**src/rtl/tmr_pkg.sv**
```systemverilog
package tmr_pkg;

  typedef enum logic [1:0] {
    UPD_NONE = 2'd0,
    UPD_WRAP = 2'd1,
    UPD_SW   = 2'd2,
    UPD_EXT  = 2'd3
  } upd_cause_e;

  // Wrap is ranked first so the filtered mode sees it whatever else coincides.
  function automatic upd_cause_e pick_cause(input logic wrap, input logic sw, input logic ext);
    if (wrap)     return UPD_WRAP;
    else if (sw)  return UPD_SW;
    else if (ext) return UPD_EXT;
    else          return UPD_NONE;
  endfunction

  function automatic logic cause_reported(input logic wrap_only, input upd_cause_e cause);
    if (wrap_only) return cause == UPD_WRAP;
    else           return cause != UPD_NONE;
  endfunction

endpackage

```
**src/rtl/tmr_prescaler.sv**
```systemverilog
module tmr_prescaler #(
  parameter int unsigned PSC_W = 16
) (
  input  logic             clk,
  input  logic             rst_n,
  input  logic             run,
  input  logic             clear,
  input  logic [PSC_W-1:0] limit,
  output logic             tick
);
  logic [PSC_W-1:0] div_q;

  assign tick = run && (div_q == limit);

  always_ff @(posedge clk or negedge rst_n) begin
    if (!rst_n)      div_q <= '0;
    else if (clear)  div_q <= '0;
    else if (tick)   div_q <= '0;
    else if (run)    div_q <= div_q + 1'b1;
  end
endmodule

```
**src/rtl/tmr_counter.sv**
```systemverilog
module tmr_counter #(
  parameter int unsigned CNT_W = 16
) (
  input  logic             clk,
  input  logic             rst_n,
  input  logic             tick,
  input  logic             down,
  input  logic             reinit,
  input  logic [CNT_W-1:0] period_cur,
  input  logic [CNT_W-1:0] period_next,
  output logic [CNT_W-1:0] count,
  output logic             wrap
);
  function automatic logic at_end(input logic [CNT_W-1:0] c, input logic dn,
                                  input logic [CNT_W-1:0] per);
    return dn ? (c == '0) : (c == per);
  endfunction

  function automatic logic [CNT_W-1:0] start_value(input logic dn,
                                                   input logic [CNT_W-1:0] per);
    return dn ? per : '0;
  endfunction

  function automatic logic [CNT_W-1:0] step(input logic [CNT_W-1:0] c, input logic dn);
    return dn ? c - 1'b1 : c + 1'b1;
  endfunction

  assign wrap = tick && at_end(count, down, period_cur);

  always_ff @(posedge clk or negedge rst_n) begin
    if (!rst_n)       count <= '0;
    else if (reinit)  count <= start_value(down, period_next);
    else if (wrap)    count <= start_value(down, period_next);
    else if (tick)    count <= step(count, down);
  end
endmodule

```
**src/rtl/tmr_preload_reg.sv**
```systemverilog
module tmr_preload_reg #(
  parameter int unsigned W         = 16,
  parameter logic [W-1:0] RST_VAL  = '0
) (
  input  logic         clk,
  input  logic         rst_n,
  input  logic         wr,
  input  logic [W-1:0] wdata,
  input  logic         load,
  output logic [W-1:0] active,
  output logic [W-1:0] next_val
);
  logic [W-1:0] pre_q;

  assign next_val = load ? pre_q : active;

  always_ff @(posedge clk or negedge rst_n) begin
    if (!rst_n) begin
      pre_q  <= RST_VAL;
      active <= RST_VAL;
    end else begin
      if (wr) pre_q <= wdata;
      active <= next_val;
    end
  end
endmodule

```
**src/rtl/tmr_update_ctrl.sv**
```systemverilog
module tmr_update_ctrl
  import tmr_pkg::*;
#(
  parameter int unsigned CNT_W = 16,
  parameter int unsigned PSC_W = 16
) (
  input  logic             clk,
  input  logic             rst_n,
  input  logic             en_wr,
  input  logic             en_wdata,
  input  logic             ext_trig,
  input  logic             ext_reset,
  input  logic             sw_update,
  input  logic             dir_down,
  input  logic             upd_src_sel,
  input  logic             upd_dis,
  input  logic             irq_en,
  input  logic             dma_en,
  input  logic             flag_clr,
  input  logic             period_wr,
  input  logic [CNT_W-1:0] period_wdata,
  input  logic             psc_wr,
  input  logic [PSC_W-1:0] psc_wdata,
  input  logic             cmp_wr,
  input  logic [CNT_W-1:0] cmp_wdata,
  output logic [CNT_W-1:0] count,
  output logic             upd_flag,
  output logic             dma_req,
  output logic [CNT_W-1:0] active_period,
  output logic [PSC_W-1:0] active_psc,
  output logic [CNT_W-1:0] active_cmp
);
  localparam logic [CNT_W-1:0] PERIOD_RST = {CNT_W{1'b1}};

  logic             en_q;
  logic             tick;
  logic             wrap_evt;
  logic             reinit;
  logic             upd_evt;
  logic             upd_report;
  upd_cause_e       cause;
  logic [CNT_W-1:0] period_next;
  logic [PSC_W-1:0] psc_next;
  logic [CNT_W-1:0] cmp_next;

  assign reinit     = sw_update | ext_reset;
  assign cause      = pick_cause(wrap_evt, sw_update, ext_reset);
  assign upd_evt    = !upd_dis && (cause != UPD_NONE);
  assign upd_report = upd_evt && cause_reported(upd_src_sel, cause);

  always_ff @(posedge clk or negedge rst_n) begin
    if (!rst_n)        en_q <= 1'b0;
    else if (ext_trig) en_q <= 1'b1;
    else if (en_wr)    en_q <= en_wdata;
  end

  always_ff @(posedge clk or negedge rst_n) begin
    if (!rst_n) begin
      upd_flag <= 1'b0;
      dma_req  <= 1'b0;
    end else begin
      if (upd_report && irq_en) upd_flag <= 1'b1;
      else if (flag_clr)        upd_flag <= 1'b0;
      dma_req <= upd_report && dma_en;
    end
  end

  tmr_preload_reg #(.W(CNT_W), .RST_VAL(PERIOD_RST)) u_period (
    .clk(clk), .rst_n(rst_n), .wr(period_wr), .wdata(period_wdata),
    .load(upd_evt), .active(active_period), .next_val(period_next)
  );

  tmr_preload_reg #(.W(PSC_W), .RST_VAL('0)) u_psc (
    .clk(clk), .rst_n(rst_n), .wr(psc_wr), .wdata(psc_wdata),
    .load(upd_evt), .active(active_psc), .next_val(psc_next)
  );

  tmr_preload_reg #(.W(CNT_W), .RST_VAL('0)) u_cmp (
    .clk(clk), .rst_n(rst_n), .wr(cmp_wr), .wdata(cmp_wdata),
    .load(upd_evt), .active(active_cmp), .next_val(cmp_next)
  );

  tmr_prescaler #(.PSC_W(PSC_W)) u_div (
    .clk(clk), .rst_n(rst_n), .run(en_q), .clear(reinit),
    .limit(active_psc), .tick(tick)
  );

  tmr_counter #(.CNT_W(CNT_W)) u_cnt (
    .clk(clk), .rst_n(rst_n), .tick(tick), .down(dir_down), .reinit(reinit),
    .period_cur(active_period), .period_next(period_next),
    .count(count), .wrap(wrap_evt)
  );
endmodule

```
**config.mk**
```make
export PLATFORM = sky130hd
export DESIGN_NAME = tmr_update_ctrl
export DESIGN_NICKNAME = d
export VERILOG_FILES = /design/src/rtl/tmr_pkg.sv /design/src/rtl/tmr_prescaler.sv /design/src/rtl/tmr_counter.sv /design/src/rtl/tmr_preload_reg.sv /design/src/rtl/tmr_update_ctrl.sv
export SDC_FILE = /design/constraint.sdc
export NUM_CORES = 1
export LEC_CHECK = 0
export ABC_CLOCK_PERIOD_IN_PS = 8360
export CORE_MARGIN = 1.5
export CORE_UTILIZATION = 57
export CTS_CLUSTER_SIZE = 16
export DETAILED_ROUTE_END_ITERATION = 8
export PLACE_DENSITY = 0.86
export SLEW_MARGIN = 20
export SYNTH_ARGS = -nofsm -noshare
export SYNTH_HDL_FRONTEND = slang
export SYNTH_HIERARCHICAL = 1
export SYNTH_SLANG_ARGS = --single-unit
```
**constraint.sdc**
```tcl
create_clock -name clk -period 8.36 [get_ports clk]
set_input_delay 1.672 -clock clk [delete_from_list [all_inputs] [get_ports clk]]
set_output_delay 1.672 -clock clk [all_outputs]
set_load 0.005 [all_outputs]
```
==> reports/qor.yml, run 1 <==
timing:
  fin_crit_ps: 4770
  max_freq_ghz: 0.209
  fin_crit_sh: 0.571
  maxSlewViolCount: 0
  setup_slack_ps: 3590
  finClkSkew_ps: 9.14
  worst_hold_slack_ps: 506
  slew_headroom: 0.340
  setup_violations: 0
  rsz0062_at_grt: "no"
  final.setup.tns_ps: 0
  worst_pin_slew_ps: 987
  hold_viol_final: 0
placed_design:
  port_buffers: 129
  dp.cells: 804
  dp_worst_setup_slack_ps: 3250
  hpwlAfterDp_mm: 12.0
  post_dp_cell_area_um2: 8210
  place_congestion: 0.916
cts:
  clockBufferDepth: 2
  post_cts_buffers: 0
  clk_pin_slew_ps: 60
  clk_latency_ps: 420
  cts.htree.levels: 4
  ctsResizeCount: 0
  cts_tree: "done"
  clock_sinks: 131
  ctsHoldBuffers: 0
  cts_root_buf: "clkbuf_16"
  cts_made_buffers: 17
worst_setup_path:
  cpMostUsedCell: "nor2_1"
  cp-start-kind: "input port"
  path_class: "input port to flop"
  crit_fanout: 43
  cp.arrival_ps: 5060
  reg2regPathDepth: 13
  cpLargestDelayFamily: "buffers and inverters"
  rrSetupSlack_ps: 4400
  timing.rr.start: "u_psc/active[8]"
  cpPeakStageDelay_ps: 940
  critPathRequiredTime_ps: 8650
  slowest_stage: "clkdlybuf4s50_1"
  crit_buf_inv: 2
  critPathCaptureType: "flop"
  r2r-end: "u_cnt/count[7]"
  crit_chain: "clkdlybuf4s50_1 > a21boi_2 > and2_1 > nor2_1 > nor2_4 > buf_4 > mux2_4 > a221oi_1 > nor2_1"
yosys:
  yosysSeqAreaShare: 0.476
  async_flop_share: 1.00
  syn_area_per_cell_um2: 12.7
  synth_simple_gate_area_share: 0.105
  muxShareOfSynthArea: 0.196
  synth_xor_area_frac: 0.0654
  yosysUniqueCellTypes: 65
  synthAdderAreaFrac: 0.0298
  synth_area_um2: 6970
  yosys_warnings: 6
  synth_nets: 630
  synth_top_family_by_area: "multiplexers"
  synth-compound-area-share: 0.0871
  synth_edf_count: 0
  synth-seq-cells: 131
  syn_inst: 550
  ys.flop_type: "dfrtp_1"
drt:
  dr.pass1.iters: 5
  routed_via_density: 6.08
  wire_per_inst_um: 21.2
  drc: 0
  postRouteAntennaNets: 0
  drtIter0Drc: 448
  wl_mm: 17.7
  num_vias: 5084
layout:
  register_area_um2: 3320
  finalNetCount: 756
  fillerInstances: 769
  multi_input_area_um2: 3370
  fin_cells: 836
  area_growth_syn_to_layout_pct: 26.8
  diodes: 0
  stdcell_area_um2: 8840
  final_layout_size_suffix_gt1_frac: 0.264
  fin_util: 0.739
pwr:
  seq_power_share: 0.382
  finalPower_mw: 2.19
  p_int_mw: 1.55
  p_sw_mw: 0.632
  p_comb_frac: 0.255
  p_sw_frac: 0.289
  peakVddDrop_mv: 0.163
  powerDensity_nw_per_um2: 247
  power_frac_clock: 0.363
  p_leak_nw: 3.81
global_routing:
  grt_max_degree: 72
  grt.total_usage: 0.285
  grt_pass1_vias: 5367
  grt_overflow: 0
  grt_pass1_wl_mm: 28.1
  antenna_found_initial: 0
run:
  maxCapViolCount: 0
floorplanning:
  start_util: 0.583
  dieHeight_um: 114
  ioPinCount: 130
  row_count: 40
  die_w_um: 114
  die_area_um2: 12900
  core_um2: 12000
min_path:
  min_path_cells: 1
  hold_class: "flop to flop"
  worstHoldStart: "u_cmp/pre_q[3]"
  whs_endpoint: "u_cmp/active[3]"
status:
  status: "completed"
==> layer usage <==
| layer | up-vias | track usage | wire (µm) |
|---|---|---|---|
| met2 | 248 | 0.448 | 8440 |
| met5 | - | 0 | 0 |
| li1 | 2275 | - | - |
| met3 | 43 | 0.0818 | 1250 |
| met1 | 2518 | 0.368 | 7450 |
| met4 | 0 | 0.133 | 554 |
==> power by group through the flow <==
| stage | Combinational, mW | Sequential [mW] | Clock (mW) |
|---|---|---|---|
| final | 0.557 | 0.836 | 0.793 |
| after detailed placement | 0.543 | 0.842 | 0 |
| after floorplan | 0.322 | 0.813 | 0 |
| after global placement | 0.525 | 0.838 | 0 |
| after CTS | 0.554 | 0.835 | 0.803 |
| after global routing | 0.597 | 0.845 | 0.832 |
==> cell families after synthesis <==
family / after synthesis
buf+inv: 31
simple gates: 137
mux: 102
flops: 131
xor+xnor: 52
fa+ha+maj: 16
compound gates: 81
==> cell type report <==
cell class                      count  share of cell area
Multi-Input combinational cell    388               0.382
Inverter                            5             0.00212
Sequential cell                   131               0.375
Tap cell                          147              0.0208
Clock inverter                     14              0.0227
Clock buffer                       18              0.0486
Timing Repair Buffer              133               0.149
==> how the worst max path moves through the flow <==
stage	from	to	slack [ps]	cells after the start
after floorplan	dir_down	u_cnt/count[10]	4820	10
after global placement	dir_down	u_cnt/count[10]	3440	9
after detailed placement	dir_down	u_cnt/count[7]	3250	9
after CTS	dir_down	u_cnt/count[7]	3680	9
after global routing	dir_down	u_cnt/count[7]	3440	9
final	dir_down	u_cnt/count[7]	3590	9
==> layout by cell type (no fill, tap or decap), types with 12 or more instances in the layout <==
cell type        count
xor2_1              36
nor2_1              36
ha_1                15
dfrtp_1             99
mux2_4              60
nor3_1              12
dfstp_2             32
nor4_1              15
mux2_2              36
nand2_1             23
xnor2_1             16
clkbuf_16           17
clkdlybuf4s50_1    127
a21oi_1             17
nand4_1             14
==> flip-flops by register name, indices dropped and copies added (netlist names), 16 cells and up <==
| name | cells |
|---|---|
| u_psc/pre_q | 16 |
| u_period/active | 16 |
| u_cmp/active | 16 |
| u_div/div_q | 16 |
| u_period/pre_q | 16 |
| u_psc/active | 16 |
| u_cmp/pre_q | 16 |
| u_cnt/count | 16 |
==> synthesized netlist by cell type (4+ instances only) <==
cell type  number  area share
dfrtp_1        99        0.36
mux2_4         60        0.13
nor2_1         37       0.020
mux2_2         36       0.058
xor2_1         36       0.045
dfstp_2        32        0.12
nand2_1        23       0.012
a21oi_1        17       0.012
xnor2_1        16       0.020
ha_1           15       0.027
nor4_1         15       0.013
nand4_1        14       0.013
nor3_1         12      0.0086
nand3_1         8      0.0057
o21ai_0         8      0.0057
a221oi_1        7      0.0088
buf_2           7      0.0050
buf_6           7       0.011
buf_12          6       0.017
mux2i_1         6      0.0086
a211oi_1        5      0.0054
inv_1           5      0.0027
nor2b_1         5      0.0045
nor3b_1         5      0.0054
o21ai_1         5      0.0036
a21o_1          4      0.0043
and3_1          4      0.0036
==> worst reg2reg max path, cell delays in order, from the launching register on <==
cell and delay [ps]:
dfrtp_1 430, xor2_1 210, nor4_1 340, nand2_1 100
nor4_2 260, buf_4 240, a21boi_2 330, and2_1 200
nor2_1 70, nor2_4 190, buf_4 630, mux2_4 380
a221oi_1 350, nor2_1 90
Power figures use the tool's default switching activity.
==> inputs of run 2 (changes only) <==
Settings changed: ABC_CLOCK_PERIOD_IN_PS 8360 to 4400, CORE_UTILIZATION 57 to 53, PLACE_DENSITY 0.86 to 0.81.
Clock period 8.36 ns to 4.4 ns, I/O delays scaled along.
==> reports/qor.yml, run 2 (same netlist as run 1, synthesis figures left out) <==
cts:
  ctsHoldBuffers: 0
  ctsResizeCount: 0
  post_cts_buffers: 0
  clk_latency_ps: 420
  clk_pin_slew_ps: 60
  cts.htree.levels: 4
  cts_tree: "done"
  cts_made_buffers: 17
  clockBufferDepth: 2
  cts_root_buf: "clkbuf_16"
  clock_sinks: 131
timing:
  maxSlewViolCount: 0
  setup_slack_ps: 742
  fin_crit_ps: 3660
  hold_viol_final: 0
  setup_violations: 0
  rsz0062_at_grt: "no"
  worst_pin_slew_ps: 940
  slew_headroom: 0.372
  final.setup.tns_ps: 0
  max_freq_ghz: 0.273
  finClkSkew_ps: 10.9
  fin_crit_sh: 0.831
drt:
  num_vias: 5013
  routed-wl-met3_mm: 1.40
  maxUsedRoutingLayer: "met4"
  routed_via_density: 5.80
  drc: 0
  drtIter0Drc: 496
  wl_mm: 17.3
  postRouteAntennaNets: 0
  dr.pass1.iters: 5
  wl_met2_mm: 8.18
  wirelength_met1_mm: 7.44
  wire_per_inst_um: 20.0
worst_setup_path:
  crit_fanout: 18
  cp.arrival_ps: 3950
  critPathRequiredTime_ps: 4690
  path_class: "flop to flop"
  critPathCaptureType: "flop"
  cp-start-kind: "flop"
placed_design:
  dp.cells: 832
  place_congestion: 0.940
  port_buffers: 129
  dp_worst_setup_slack_ps: 452
  hpwlAfterDp_mm: 12.1
  post_dp_cell_area_um2: 8280
global_routing:
  grt.total_usage: 0.256
  grt_overflow: 0
  grt_pass1_vias: 5092
  grt_pass1_wl_mm: 27.8
  grt_max_degree: 132
  antenna_found_initial: 0
layout:
  final_cell_mix: "clkdlybuf4s50_1, dfrtp_1, mux2_4"
  final_layout_size_suffix_gt1_frac: 0.266
  area_growth_syn_to_layout_pct: 26.7
  fin_cells: 864
  fillerInstances: 926
  diodes: 0
  final_common_cell: "clkdlybuf4s50_1"
  stdcell_area_um2: 8830
  finalNetCount: 759
  fin_util: 0.694
floorplanning:
  dieHeight_um: 118
  ioPinCount: 130
  start_util: 0.548
  die_area_um2: 13800
  row_count: 41
  die_w_um: 118
  core_um2: 12700
pwr:
  powerDensity_nw_per_um2: 449
  p_leak_nw: 3.78
  peakVddDrop_mv: 0.340
min_path:
  hold_class: "flop to flop"
run:
  maxCapViolCount: 0
status:
  status: "completed"
[run 2: per-layer routing]
layer / up-vias / GRT usage
met1: 2488 / 0.347
met3: 25 / 0.0741
met2: 226 / 0.399
met4: 0 / 0.0785
met5: - / 0
li1: 2274 / -
[run 2: worst paths after layout]
check / cells after the start / start / end / slack (ps)
worst min-delay path: 1 / u_cmp/pre_q[2] / u_cmp/pre_q[2] / 500
min in group asynchronous: 2 / rst_n / u_psc/pre_q[7] / 530
worst max-delay path: 12 / u_div/div_q[3] / u_cnt/count[10] / 740
max in group asynchronous: 2 / rst_n / u_cnt/count[14] / 3330
worst max register to register: 12 / u_div/div_q[3] / u_cnt/count[10] / 740
worst min register to register: 1 / u_cmp/pre_q[2] / u_cmp/pre_q[2] / 500
[run 2: cell type report]
| cell class | count | area, µm² | share of cell area |
|---|---|---|---|
| clock buffers | 20 | 447 | 0.0506 |
| clock inverters | 12 | 109 | 0.0123 |
| inverters | 5 | 18.8 | 0.00213 |
| multi-input cells | 388 | 3370 | 0.382 |
| flip-flops and latches | 131 | 3320 | 0.376 |
| well taps | 172 | 215 | 0.0244 |
| repair buffers | 136 | 1350 | 0.153 |
[run 2: critical path, cell delays in order, from the launching register on]
cell      delay (ps)
dfrtp_1          450
xor2_1           190
nor4_1           310
nand2_1          100
nor4_2           270
buf_4            230
a21boi_2         320
and2_1           210
nor2_1            80
nor2_4           570
mux2_4           370
a221oi_1         340
nor2_1            70
[run 2: per-stage QoR]
stage	hold WS [ps]	power [mW]
floorplan	475	2.16
global placement	484	2.61
detailed placement	490	2.64
CTS	503	3.98
global route	518	4.14
finish	500	3.96
[run 2: power breakdown]
group | internal [mW] | switching (mW)
clock | 0.791 | 0.535
sequential | 1.40 | 0.188
combinational | 0.601 | 0.453
==> inputs of run 3 (changes only) <==
Settings changed: ABC_CLOCK_PERIOD_IN_PS 4400 to 3300, CORE_UTILIZATION 53 to 48, PLACE_DENSITY 0.81 to 0.77.
Clock period 4.4 ns to 3.3 ns, I/O delays scaled along.
==> reports/qor.yml, run 3 (same netlist as run 1, synthesis figures left out) <==
timing:
  slew_headroom: 0.477
  finClkSkew_ps: 13.6
  fin_crit_sh: 0.949
  max_freq_ghz: 0.319
  setup_slack_ps: 168
  worst_pin_slew_ps: 784
  setup_violations: 0
  final.setup.tns_ps: 0
  rsz0062_at_grt: "no"
  worst_hold_slack_ps: 330
  hold_viol_final: 0
  fin_crit_ps: 3130
  maxSlewViolCount: 0
run:
  maxCapViolCount: 0
min_path:
  hold_class: "input port to async pin"
drt:
  wl_mm: 17.2
  num_vias: 5098
  drc: 0
  dr.pass1.iters: 5
  routed_via_density: 5.72
  drtIter0Drc: 390
  postRouteAntennaNets: 0
  wire_per_inst_um: 19.3
floorplanning:
  die_area_um2: 15200
  ioPinCount: 130
  core_um2: 14000
  dieHeight_um: 123
  die_w_um: 123
  start_util: 0.496
  row_count: 43
cts:
  clock_sinks: 131
  clk_pin_slew_ps: 60
  cts_root_buf: "clkbuf_16"
  clockBufferDepth: 2
  clk_latency_ps: 410
  cts_made_buffers: 17
  cts_tree: "done"
  ctsHoldBuffers: 0
  cts.htree.levels: 4
placed_design:
  post_dp_cell_area_um2: 8440
  dp.cells: 856
  port_buffers: 129
  dp_worst_setup_slack_ps: 168
  place_congestion: 0.938
  hpwlAfterDp_mm: 12.4
layout:
  final_common_cell: "clkdlybuf4s50_1"
  final_layout_size_suffix_gt1_frac: 0.287
  final_cell_mix: "clkdlybuf4s50_1, dfrtp_1, mux2_4"
  stdcell_area_um2: 9110
  area_growth_syn_to_layout_pct: 30.8
  diodes: 0
  fin_util: 0.649
  fin_cells: 891
  finalNetCount: 778
  fillerInstances: 1061
worst_setup_path:
  crit_buf_inv: 1
  cp-start-kind: "flop"
  slowest_stage: "dfrtp_1"
  path_class: "flop to flop"
  cpPeakStageDelay_ps: 460
  cp.arrival_ps: 3410
  critPathCaptureType: "flop"
  critPathRequiredTime_ps: 3580
  reg2regPathDepth: 12
  crit_chain: "xor2_1 > nor4_1 > nand2_1 > nor4_4 > a21boi_2 > and2_1 > nor2_1 > nor2_4 > buf_4 > mux2_2 > a221oi_1 > nor2_1"
  cp.depth: 12
  cpMostUsedCell: "nor2_1"
  cpLargestDelayFamily: "simple AND/OR/NAND/NOR gates"
  crit_fanout: 7
global_routing:
  grt_overflow: 0
  grt.total_usage: 0.237
  grt_pass1_wl_mm: 27.5
  grt_pass1_vias: 5217
  grt_max_degree: 62
  antenna_found_initial: 0
status:
  status: "completed"
pwr:
  p_leak_nw: 3.94
  finalPower_mw: 5.60
  peakVddDrop_mv: 0.413
  powerDensity_nw_per_um2: 614
[run 3: cell types whose count changed in the layout (fill, tap and decap cells not counted), sizes merged]
cell,before,now
buf,9,27
clkinv,5,1
inv,6,10
bufinv,1,4
clkinvlp,5,3
clkbuf,20,19
clkdlybuf4s50,127,128
[run 3: timing repair]
action | 4_1_cts | 5_1_grt
endpoints found under the setup margin | 0 | 18
gates resized for setup | 0 | 1
setup buffers | 0 | 3
[run 3: area by class of cell]
class	instances	area, µm²	area share
clock buffer	19	453	0.0497
clock inverter	13	195	0.0214
inverter	5	18.8	0.00206
sequential	131	3320	0.364
timing repair buffer	155	1520	0.167
tap	180	225	0.0247
multi-input combinational	388	3380	0.371
[run 3: layer usage]
layer  GRT usage  wire, µm  vias to the layer above
met4      0.0934       355                        0
met5           0         0                        -
met2       0.377      8350                      203
met3      0.0512       915                       27
li1            -         -                     2321
met1       0.317      7570                     2547
[run 3: where the power goes]
group          leakage [nW]  switching (mW)  internal (mW)
Sequential             1.54           0.212           1.86
Combinational          2.09           0.644          0.839
Clock                 0.308           0.724           1.32
[run 3: path summary, 6_finish.rpt]
check,startpoint,to,slack [ps]
worst max-delay path,u_div/div_q[0],u_cnt/count[2],170
worst min-delay path,rst_n,u_psc/active[14],330
worst max register to register,u_div/div_q[0],u_cnt/count[2],170
worst min register to register,u_cmp/pre_q[4],u_cmp/active[4],500
max in group asynchronous,rst_n,u_period/active[15],2170
min in group clk,u_cmp/pre_q[4],u_cmp/active[4],500
[run 3: worst register-to-register path: cells and delay by family (launching register included)]
kind / cells / cell delay [ps]
buf+inv: 1 / 170
simple gates: 7 / 1330
mux: 1 / 350
flops: 1 / 460
compound gates: 2 / 510
xor+xnor: 1 / 190
